### config.mk
export PLATFORM = sky130hd
export DESIGN_NAME = xfer_ring_tracker
export DESIGN_NICKNAME = d
export VERILOG_FILES = /design/src/rtl/xrt_pkg.sv /design/src/rtl/xrt_handle_win.sv /design/src/rtl/xrt_slot_ring.sv /design/src/rtl/xrt_engine_seq.sv /design/src/rtl/xfer_ring_tracker.sv
export SDC_FILE = /design/constraint.sdc
export NUM_CORES = 1
export LEC_CHECK = 0
export BUFFER_PORTS_ARGS = -buffer_cell sky130_fd_sc_hd__buf_4
export CAP_MARGIN = 20
export CORE_MARGIN = 3
export CORE_UTILIZATION = 40
export DETAILED_ROUTE_END_ITERATION = 10
export PLACE_DENSITY_LB_ADDON = 0.25
export SYNTH_ARGS = -nofsm -noshare
export SYNTH_HDL_FRONTEND = slang
export SYNTH_SLANG_ARGS = --single-unit
### constraint.sdc
create_clock -name clk_i -period 8.4 [get_ports clk_i]
set_clock_uncertainty 0.2 [all_clocks]
set_input_delay 1.26 -clock clk_i [delete_from_list [all_inputs] [get_ports clk_i]]
set_output_delay 1.26 -clock clk_i [all_outputs]
set_load 0.03 [all_outputs]
### src/rtl/xrt_pkg.sv
package xrt_pkg;
  localparam int unsigned HANDLE_W = 32;
  typedef logic [HANDLE_W-1:0] handle_t;
  localparam handle_t PEND_WINDOW = handle_t'(1) << 23;
endpackage

### src/rtl/xrt_handle_win.sv
module xrt_handle_win
  import xrt_pkg::*;
#(
  parameter int unsigned SLOTS = 4
) (
  input  logic    clk_i,
  input  logic    rst_ni,
  input  logic    submit_i,
  input  logic    cmpl_i,
  input  handle_t qry_handle_i,
  output handle_t handle_o,
  output logic    pending_o
);
  handle_t issued_q, done_q;
  handle_t done_gap, issued_gap;

  always_ff @(posedge clk_i or negedge rst_ni) begin
    if (!rst_ni) begin
      issued_q <= '0;
      done_q   <= '0;
    end else begin
      if (submit_i) issued_q <= issued_q + 1'b1;
      if (cmpl_i)   done_q   <= done_q + 1'b1;
    end
  end

  // modular distances give the wraparound window
  assign done_gap   = done_q - qry_handle_i;
  assign issued_gap = issued_q - qry_handle_i;
  assign pending_o  = (done_gap > PEND_WINDOW) && (issued_gap <= PEND_WINDOW);
  assign handle_o   = issued_q;

  p_handle_step_r3: assert property (@(posedge clk_i) disable iff (!rst_ni)
    submit_i |=> handle_o == $past(handle_o) + 1'b1);
  p_done_step_r5: assert property (@(posedge clk_i) disable iff (!rst_ni)
    cmpl_i |=> done_q == $past(done_q) + 1'b1);
  p_lag_bound_r8: assert property (@(posedge clk_i) disable iff (!rst_ni)
    (issued_q - done_q) <= handle_t'(SLOTS - 1));
endmodule

### src/rtl/xrt_slot_ring.sv
module xrt_slot_ring #(
  parameter int unsigned SLOTS = 4,
  localparam int unsigned PW = $clog2(SLOTS),
  localparam int unsigned CW = $clog2(SLOTS + 1)
) (
  input  logic          clk_i,
  input  logic          rst_ni,
  input  logic          claim_i,
  input  logic          release_i,
  input  logic          submit_i,
  input  logic [PW-1:0] cur_ptr_i,
  output logic          grant_o,
  output logic          busy_o,
  output logic [PW-1:0] head_o
);
  localparam bit POW2 = (SLOTS & (SLOTS - 1)) == 0;

  logic [CW-1:0] free_q, free_d;
  logic [PW-1:0] head_q, svc_q, head_inc, svc_inc;
  logic          svc_step;

  generate
    if (POW2) begin : g_pow2
      assign head_inc = head_q + 1'b1;
      assign svc_inc  = svc_q + 1'b1;
    end else begin : g_cmp
      assign head_inc = (head_q == PW'(SLOTS - 1)) ? '0 : head_q + 1'b1;
      assign svc_inc  = (svc_q == PW'(SLOTS - 1)) ? '0 : svc_q + 1'b1;
    end
  endgenerate

  assign grant_o  = claim_i && (free_q != '0);
  assign busy_o   = (free_q == '0);
  assign svc_step = (svc_q != cur_ptr_i);
  assign free_d   = free_q - CW'(grant_o) + CW'(release_i) + CW'(svc_step);
  assign head_o   = head_q;

  always_ff @(posedge clk_i or negedge rst_ni) begin
    if (!rst_ni) begin
      free_q <= CW'(SLOTS - 1);
      head_q <= '0;
      svc_q  <= '0;
    end else begin
      free_q <= free_d;
      if (submit_i) head_q <= head_inc;
      if (svc_step) svc_q  <= svc_inc;
    end
  end

  p_free_cap_r2: assert property (@(posedge clk_i) disable iff (!rst_ni)
    free_q <= CW'(SLOTS - 1));
  p_busy_holds_r2: assert property (@(posedge clk_i) disable iff (!rst_ni)
    busy_o && !release_i && !svc_step |=> busy_o);
  p_svc_return_r9: assert property (@(posedge clk_i) disable iff (!rst_ni)
    svc_step && !grant_o && !release_i |=> free_q == $past(free_q) + 1'b1);
endmodule

### src/rtl/xrt_engine_seq.sv
module xrt_engine_seq #(
  parameter int unsigned SLOTS = 4,
  parameter int unsigned TMO_W = 16,
  localparam int unsigned PW = $clog2(SLOTS),
  localparam int unsigned CW = $clog2(SLOTS + 1)
) (
  input  logic             clk_i,
  input  logic             rst_ni,
  input  logic             submit_i,
  input  logic [TMO_W-1:0] timeout_i,
  input  logic             eng_done_i,
  input  logic             eng_en_i,
  output logic             eng_start_o,
  output logic [PW-1:0]    eng_slot_o,
  output logic             eng_abort_o,
  output logic             eng_clr_done_o,
  output logic             eng_off_o,
  output logic             cmpl_valid_o,
  output logic [PW-1:0]    cmpl_slot_o,
  output logic             cmpl_aborted_o,
  output logic [PW-1:0]    cur_ptr_o
);
  logic [PW-1:0]    cur_q, cur_nx;
  logic [CW-1:0]    outs_q;
  logic [TMO_W-1:0] tmr_q;
  logic             active_q, aborting_q;
  logic             done_x, expire, idle, launch;

  assign done_x = (active_q && eng_done_i) || (aborting_q && !eng_en_i);
  assign expire = !done_x && active_q && (tmr_q == '0);
  assign idle   = !active_q || done_x;
  assign launch = idle && (outs_q != '0);
  assign cur_nx = !done_x ? cur_q :
                  (cur_q == PW'(SLOTS - 1)) ? '0 : cur_q + 1'b1;

  assign eng_start_o    = launch;
  assign eng_slot_o     = cur_nx;
  assign eng_abort_o    = expire;
  assign eng_clr_done_o = done_x;
  assign eng_off_o      = idle && (outs_q == '0);
  assign cmpl_valid_o   = done_x;
  assign cmpl_slot_o    = cur_q;
  assign cmpl_aborted_o = done_x && aborting_q;
  assign cur_ptr_o      = cur_q;

  always_ff @(posedge clk_i or negedge rst_ni) begin
    if (!rst_ni) begin
      cur_q      <= '0;
      outs_q     <= '0;
      tmr_q      <= '0;
      active_q   <= 1'b0;
      aborting_q <= 1'b0;
    end else begin
      cur_q  <= cur_nx;
      outs_q <= outs_q + CW'(submit_i) - CW'(launch);
      if (launch)      active_q <= 1'b1;
      else if (done_x) active_q <= 1'b0;
      if (done_x)      aborting_q <= 1'b0;
      else if (expire) aborting_q <= 1'b1;
      if (launch || expire)        tmr_q <= timeout_i;
      else if (active_q && !done_x) tmr_q <= tmr_q - 1'b1;
    end
  end

  p_start_arms_r4: assert property (@(posedge clk_i) disable iff (!rst_ni)
    eng_start_o |=> active_q && tmr_q == $past(timeout_i));
  p_abort_active_r6: assert property (@(posedge clk_i) disable iff (!rst_ni)
    eng_abort_o |-> active_q && !eng_start_o);
  p_abort_flag_r7: assert property (@(posedge clk_i) disable iff (!rst_ni)
    eng_abort_o |=> aborting_q);
  p_cmpl_frees_r5: assert property (@(posedge clk_i) disable iff (!rst_ni)
    cmpl_valid_o && !eng_start_o |=> !active_q);
  p_idle_quiet_r10: assert property (@(posedge clk_i) disable iff (!rst_ni)
    !active_q |-> !cmpl_valid_o && !eng_abort_o);
endmodule

### src/rtl/xfer_ring_tracker.sv
module xfer_ring_tracker
  import xrt_pkg::*;
#(
  parameter int unsigned SLOTS = 4,
  parameter int unsigned TMO_W = 16,
  localparam int unsigned PW = $clog2(SLOTS)
) (
  input  logic                clk_i,
  input  logic                rst_ni,
  input  logic [TMO_W-1:0]    timeout_i,
  input  logic                claim_i,
  input  logic                release_i,
  input  logic                submit_i,
  output logic                grant_o,
  output logic                busy_o,
  output logic [PW-1:0]       slot_o,
  output logic [HANDLE_W-1:0] handle_o,
  input  logic [HANDLE_W-1:0] qry_handle_i,
  output logic                qry_pending_o,
  input  logic                eng_done_i,
  input  logic                eng_en_i,
  output logic                eng_start_o,
  output logic [PW-1:0]       eng_slot_o,
  output logic                eng_abort_o,
  output logic                eng_clr_done_o,
  output logic                eng_off_o,
  output logic                cmpl_valid_o,
  output logic [PW-1:0]       cmpl_slot_o,
  output logic                cmpl_aborted_o
);
  logic [PW-1:0] cur_ptr;

  xrt_slot_ring #(.SLOTS(SLOTS)) u_ring (
    .clk_i, .rst_ni, .claim_i, .release_i, .submit_i,
    .cur_ptr_i(cur_ptr), .grant_o, .busy_o, .head_o(slot_o)
  );

  xrt_engine_seq #(.SLOTS(SLOTS), .TMO_W(TMO_W)) u_seq (
    .clk_i, .rst_ni, .submit_i, .timeout_i, .eng_done_i, .eng_en_i,
    .eng_start_o, .eng_slot_o, .eng_abort_o, .eng_clr_done_o, .eng_off_o,
    .cmpl_valid_o, .cmpl_slot_o, .cmpl_aborted_o, .cur_ptr_o(cur_ptr)
  );

  xrt_handle_win #(.SLOTS(SLOTS)) u_hwin (
    .clk_i, .rst_ni, .submit_i, .cmpl_i(cmpl_valid_o),
    .qry_handle_i, .handle_o, .pending_o(qry_pending_o)
  );

  p_launch_slot_r4: assert property (@(posedge clk_i) disable iff (!rst_ni)
    cmpl_valid_o && eng_start_o |-> eng_slot_o != cmpl_slot_o);
endmodule

==> metrics.yaml, run 1 <==
ys.flop_type: "dfrtp_1"
outcome: "complete, no violations"
ys_ff_latch: 94
hold_path_depth: 1
p_leak_nw: 4.51
yosys.area.top_type: "dfrtp_1"
ys_async_sr_fraction_pct: 100
min_to: "u_seq.aborting_q$_DFFE_PN0P_"
worst_pin_slew_ns: 0.908
synth.distinct_cells: 71
dr_wl_met2_microns: 10300
grt_max_degree: 68
fmax_mhz: 164
syn_area_sq_um: 8330
port_buffers: 101
yosys.area_share.xor_xnor_pct: 10.1
hold_path_class: "flop to flop"
timing.rr.start: "u_seq.tmr_q[12]$_DFFE_PN0P_"
ys_seq_area_share_pct: 28.3
power_w: 0.00195
arrival_ns: 4.64
rsz0062_at_grt: "no"
num_rows: 52
synth_simple_gate_area_share_pct: 22.9
relSlewSlack_pct: 39.2
cts_root_buf: "clkbuf_16"
reg2reg_slack_ns: 5.21
wl_met3_microns: 997
synthAdderAreaFrac_pct: 11.5
track_usage_pct: 19.6
cts_tree: "yes"
maxCapViolations: 0
die_x_microns: 150
startpoint_type: "primary input"
topRoutingLayerUsed: "met4"
start_util_pct: 40.9
slew_viol_final: 0
hold_viol: 0
yosysTopAreaCellShare_pct: 27.6
crit_type: "primary input to output port"
fillCellCount: 1994
hp-start: "u_seq.aborting_q$_DFFE_PN0P_"
drt-pass1-iter-count: 5
antenna_left: 0
period_share_pct: 72.6
tns_ns: 0
antenna_found_initial: 0
multi_input_area_sq_um: 5600
yosysMostFrequentCell: "nand2_1"
grt-ovfl-total: 0
vias_per_cell: 5.62
grt_pass1_wl_microns: 36100
pin_count: 102
reg2regPathDepth: 8
synth_cells: 1039
grt_pass1_vias: 7366
synth_common_cells: "nand2_1, dfrtp_1, a21oi_1, nor2_1, ha_1"
cts_htree_levels: 3
antenna_cells: 0
dp.cells: 1382
synthTopCellsByArea: "dfrtp_1, ha_1, xnor2_1"
ff_latch_area_sq_um: 2350
post_cts_buffers: 0
first_iter_violations: 396
min_period_ns: 6.10
vdd_ir_drop_max_v: 0.000173
die-area_sq_um: 22600
fin_cells: 1398
dp_hpwl_microns: 17500
reg2reg_to: "u_seq.tmr_q[13]$_DFFE_PN0P_"
setup_viol: 0
synthMuxAreaShare_pct: 1.52
avgSynthCellArea_sq_um: 8.02
ctsHoldBuffers: 0
synth_edf_count: 0
required_ns: 6.94
drive_above_1_share_pct: 12.4
die_h_microns: 150
end_kind: "output port"
cts_buffers: 9
cts.sinks: 94
synth_top_family_by_area: "simple AND/OR/NAND/NOR gates"
clkTransAtPathRegs_ns: 0.07
place_congestion: 0.926
ctsLongestPathBuffers: 2
final_nets: 1252
synth_compound_area_share_pct: 21.2
core_sq_um: 20400
wl_met1_microns: 10200
routedWlPerCell_microns: 15.8
drc_errors: 0
yosysWarningCount: 0
power.density_nw_per_um2: 203
vias: 7855
cts-resized-gates: 0
critPathMaxFanout: 10
wl_microns: 22100
clk_latency_ns: 0.35
syn_nets: 1168
syn2layout_area_growth_pct: 15.4
area by class of cell:
cell class	instances	share of cell area [%]
Clock inverter	6	0.729
Timing Repair Buffer	102	7.96
Clock buffer	10	2.38
Tap cell	270	3.51
Sequential cell	94	24.5
Inverter	69	2.69
Multi-Input combinational cell	847	58.2
through the flow:
step	hold WS, ns	instance area, sq um	setup slack, ns	util, %
6_report	0.282	9610	2.30	47.2
4_1_cts	0.283	9610	2.30	47.2
2_1_floorplan	0.243	8330	2.82	-
5_1_grt	0.308	9610	1.95	47.2
3_3_place_gp	0.263	9320	2.33	45.7
3_5_place_dp	0.266	9320	2.31	45.7
state kept, by name, indices dropped and copies added, names as in the netlist:
register,count
u_seq.outs_q,3
u_ring.svc_q,2
u_seq.cmpl_slot_o,2
u_ring.free_q,3
u_hwin.handle_o,32
u_ring.head_o,2
u_seq.aborting_q,1
u_hwin.done_q,32
u_seq.active_q,1
u_seq.tmr_q,16
metal layers:
| layer | track usage [%] | up-vias |
|---|---|---|
| li1 | - | 3908 |
| met1 | 26.3 | 3694 |
| met3 | 1.99 | 37 |
| met4 | 8.28 | 0 |
| met2 | 32.2 | 216 |
| met5 | 0 | - |
placed cells by master (no fill, tap or decap), types with 14 or more instances in the layout:
cell,instances
nand2_1,109
nand4_1,27
and3_1,14
xor2_1,29
nand3_1,39
o21ai_0,67
inv_1,67
a21o_1,16
nand2b_1,17
buf_4,102
nor2_1,90
a21oi_1,90
nor3_1,28
a31oi_1,16
ha_1,70
nor2b_1,15
xnor2_1,67
dfrtp_1,92
logic make-up (layout without fill, tap and decap cells):
group / after synthesis / count (layout)
and+or+nand+nor: 390 / 390
AOI/OAI and AO/OA: 275 / 275
buffers and inverters: 98 / 187
xor gates and xnor gates: 96 / 96
DFF: 94 / 94
adders and majority gates: 74 / 74
muxes: 12 / 12
where the power goes:
part / leakage, nW / total (W) / internal (W) / switching, W
Clock: 0.147 / 0.000425 / 0.000234 / 0.000190
Sequential: 1.22 / 0.000680 / 0.000562 / 0.000118
Combinational: 3.15 / 0.000848 / 0.000345 / 0.000504
critical path, cell delays in order:
cell       delay (ns)
buf_4            0.11
inv_1            0.13
ha_1             0.36
a21oi_1          0.30
nor2_1           0.06
a2111oi_0        0.64
o2111ai_1        0.20
nor4_1           0.28
and4_1           0.23
nand4_1          0.13
a2111oi_0        0.40
a31oi_1          0.16
nor3_2           0.18
buf_4            0.18
worst max-delay path by stage:
stage | cells after the start | start | slack, ns | end
2_1_floorplan | 13 | qry_handle_i[9] | 2.82 | qry_pending_o
3_3_place_gp | 14 | qry_handle_i[18] | 2.33 | qry_pending_o
3_5_place_dp | 14 | qry_handle_i[18] | 2.31 | qry_pending_o
4_1_cts | 14 | qry_handle_i[18] | 2.30 | qry_pending_o
5_1_grt | 14 | qry_handle_i[18] | 1.95 | qry_pending_o
6_report | 14 | qry_handle_i[18] | 2.30 | qry_pending_o
Power figures use the tool's default switching activity.
==> inputs of run 2 (changes only) <==
==> constraint.sdc (replaced) <==
create_clock -name clk_i -period 5.52 [get_ports clk_i]
set_clock_uncertainty 0.2 [all_clocks]
set_input_delay 0.828 -clock clk_i [delete_from_list [all_inputs] [get_ports clk_i]]
set_output_delay 0.828 -clock clk_i [all_outputs]
set_load 0.03 [all_outputs]
==> metrics.yaml, run 2 (synthesized netlist as in run 1, its figures left out) <==
outcome: "complete, no violations"  # unchanged
cts_root_buf: "clkbuf_16"  # unchanged
vias_per_cell: 5.69  # was 5.62
rsz0062_at_grt: "no"  # unchanged
period_share_pct: 93.2
cts.sinks: 94  # unchanged
routedWlPerCell_microns: 15.9  # was 15.8 microns
end_kind: "output port"  # unchanged
dp.cells: 1385  # was 1,382
power_w: 0.00298  # was 0.00195 W
post_cts_buffers: 0  # unchanged
tns_ns: 0  # unchanged
start_util_pct: 40.9  # unchanged
grt_pass1_vias: 7418  # was 7,366
drc_errors: 0  # unchanged
grt-ovfl-total: 0  # unchanged
die-area_sq_um: 22600  # unchanged
final_cell_mix: "nand2_1, buf_4, dfrtp_1"  # unchanged
reg2reg_slack_ns: 2.21  # was 5.21 ns
hold_viol: 0  # unchanged
grt_max_degree: 67  # was 68
setup_viol: 0  # unchanged
hold_path_depth: 1  # unchanged
die_h_microns: 150  # unchanged
cts_htree_levels: 3  # unchanged
reg2reg_to: "u_seq.tmr_q[15]$_DFFE_PN0P_"  # was u_seq.tmr_q[13]$_DFFE_PN0P_
fin_cells: 1401  # was 1,398
die_x_microns: 150  # unchanged
antenna_found_initial: 0  # unchanged
vias: 7971  # was 7,855
final_nets: 1255  # was 1,252
vdd_ir_drop_max_v: 0.000297  # was 0.000173 V
p_leak_nw: 4.52  # was 4.51 nW
drive_above_1_share_pct: 12.7  # was 12.4%
cts_tree: "yes"  # unchanged
arrival_ns: 4.12  # was 4.64 ns
relSlewSlack_pct: 39.0  # was 39.2%
num_rows: 52  # unchanged
required_ns: 4.49  # was 6.94 ns
antenna_left: 0  # unchanged
cts_buffers: 9  # unchanged
antenna_cells: 0  # unchanged
fillCellCount: 2018  # was 1,994
ctsLongestPathBuffers: 2  # unchanged
grt_pass1_wl_microns: 36400  # was 36,100 microns
slew_viol_final: 0  # unchanged
hold_path_class: "flop to flop"  # unchanged
fin_util_pct: 47.3  # was 47.2%
pin_count: 102  # unchanged
timing.rr.start: "u_seq.tmr_q[0]$_DFFE_PN0P_"  # was u_seq.tmr_q[12]$_DFFE_PN0P_
clk_latency_ns: 0.36  # was 0.35 ns
port_buffers: 101  # unchanged
track_usage_pct: 19.9  # was 19.6%
hold_slack_ns: 0.285  # was 0.282 ns
final_common_cell: "nand2_1"  # unchanged
crit_type: "primary input to output port"  # unchanged
power.density_nw_per_um2: 309  # was 203 nW/um^2
startpoint_type: "primary input"  # unchanged
startpoint: "qry_handle_i[9]"  # was qry_handle_i[18]
drt-pass1-iter-count: 5  # unchanged
maxCapViolations: 0  # unchanged
worst_pin_slew_ns: 0.907  # was 0.908 ns
core_sq_um: 20400  # unchanged
clkTransAtPathRegs_ns: 0.08  # was 0.07 ns
reg2regPathDepth: 10  # was 8
place_congestion: 0.943  # was 0.926
critPathCapture: "qry_pending_o"  # unchanged
dp_hpwl_microns: 17500  # about the same
min_period_ns: 5.15
fmax_mhz: 194
critPathMaxFanout: 8  # was 10
wl_microns: 22300  # was 22,100 microns
first_iter_violations: 410  # was 396
syn2layout_area_growth_pct: 15.7  # was 15.4%
-- run 2: layout make-up --
type	instances	area [sq um]	area share [%]
Multi-Input combinational cell	847	5600	58.1
Tap cell	270	338	3.50
Clock buffer	10	239	2.48
Inverter	69	259	2.69
Sequential cell	94	2350	24.4
Timing Repair Buffer	105	788	8.18
Clock inverter	6	61.3	0.636
-- run 2: worst min-delay path by stage --
stage,startpoint,to,slack [ns]
after detailed placement,u_seq.aborting_q$_DFFE_PN0P_,u_seq.aborting_q$_DFFE_PN0P_,0.27
final,u_seq.aborting_q$_DFFE_PN0P_,u_seq.aborting_q$_DFFE_PN0P_,0.29
after CTS,u_seq.aborting_q$_DFFE_PN0P_,u_seq.aborting_q$_DFFE_PN0P_,0.29
after global routing,u_seq.aborting_q$_DFFE_PN0P_,u_seq.aborting_q$_DFFE_PN0P_,0.31
after global placement,u_seq.aborting_q$_DFFE_PN0P_,u_seq.aborting_q$_DFFE_PN0P_,0.26
after floorplan,u_seq.tmr_q[8]$_DFFE_PN0P_,u_seq.tmr_q[8]$_DFFE_PN0P_,0.24
-- run 2: per-stage QoR --
step	setup slack [ns]	area [sq um]
after floorplan	0.802	8330
after CTS	0.355	9640
after global routing	0.0429	9640
final	0.373	9640
after global placement	0.448	9340
after detailed placement	0.368	9340
-- run 2: power by group --
group,leakage [nW],total (W),internal [W],switching [W]
Sequential,1.22,0.00104,0.000855,0.000180
Combinational,3.16,0.00129,0.000528,0.000764
Clock,0.145,0.000652,0.000331,0.000321
Total,4.52,0.00298,0.00171,0.00126
-- run 2: critical path, cell delays in order --
cell and delay [ns]:
buf_4 0.08, inv_1 0.06, ha_1 0.42, nand2_1 0.13, o21ai_0 0.39, nor2_1 0.13
a221oi_4 0.34, nor2_2 0.13, o31ai_1 0.41, a31oi_1 0.16, xnor2_1 0.14, or4b_1 0.54
nor3_2 0.16, buf_4 0.19
-- run 2: timing repair --
item | CTS | global route
hold buffers | 0 | 0
setup endpoints to repair | 0 | 1
gates resized for setup | 0 | 1
-- run 2: layer usage --
| metal | global-route usage (%) | vias up | part of all wire, % | wire (microns) |
|---|---|---|---|---|
| li1 | - | 3924 | - | - |
| met1 | 27.0 | 3760 | 45 | 9990 |
| met2 | 32.1 | 243 | 47 | 10400 |
| met3 | 2.32 | 44 | 5.5 | 1230 |
| met4 | 8.19 | 0 | 3.1 | 699 |
| met5 | 0 | - | 0 | 0 |
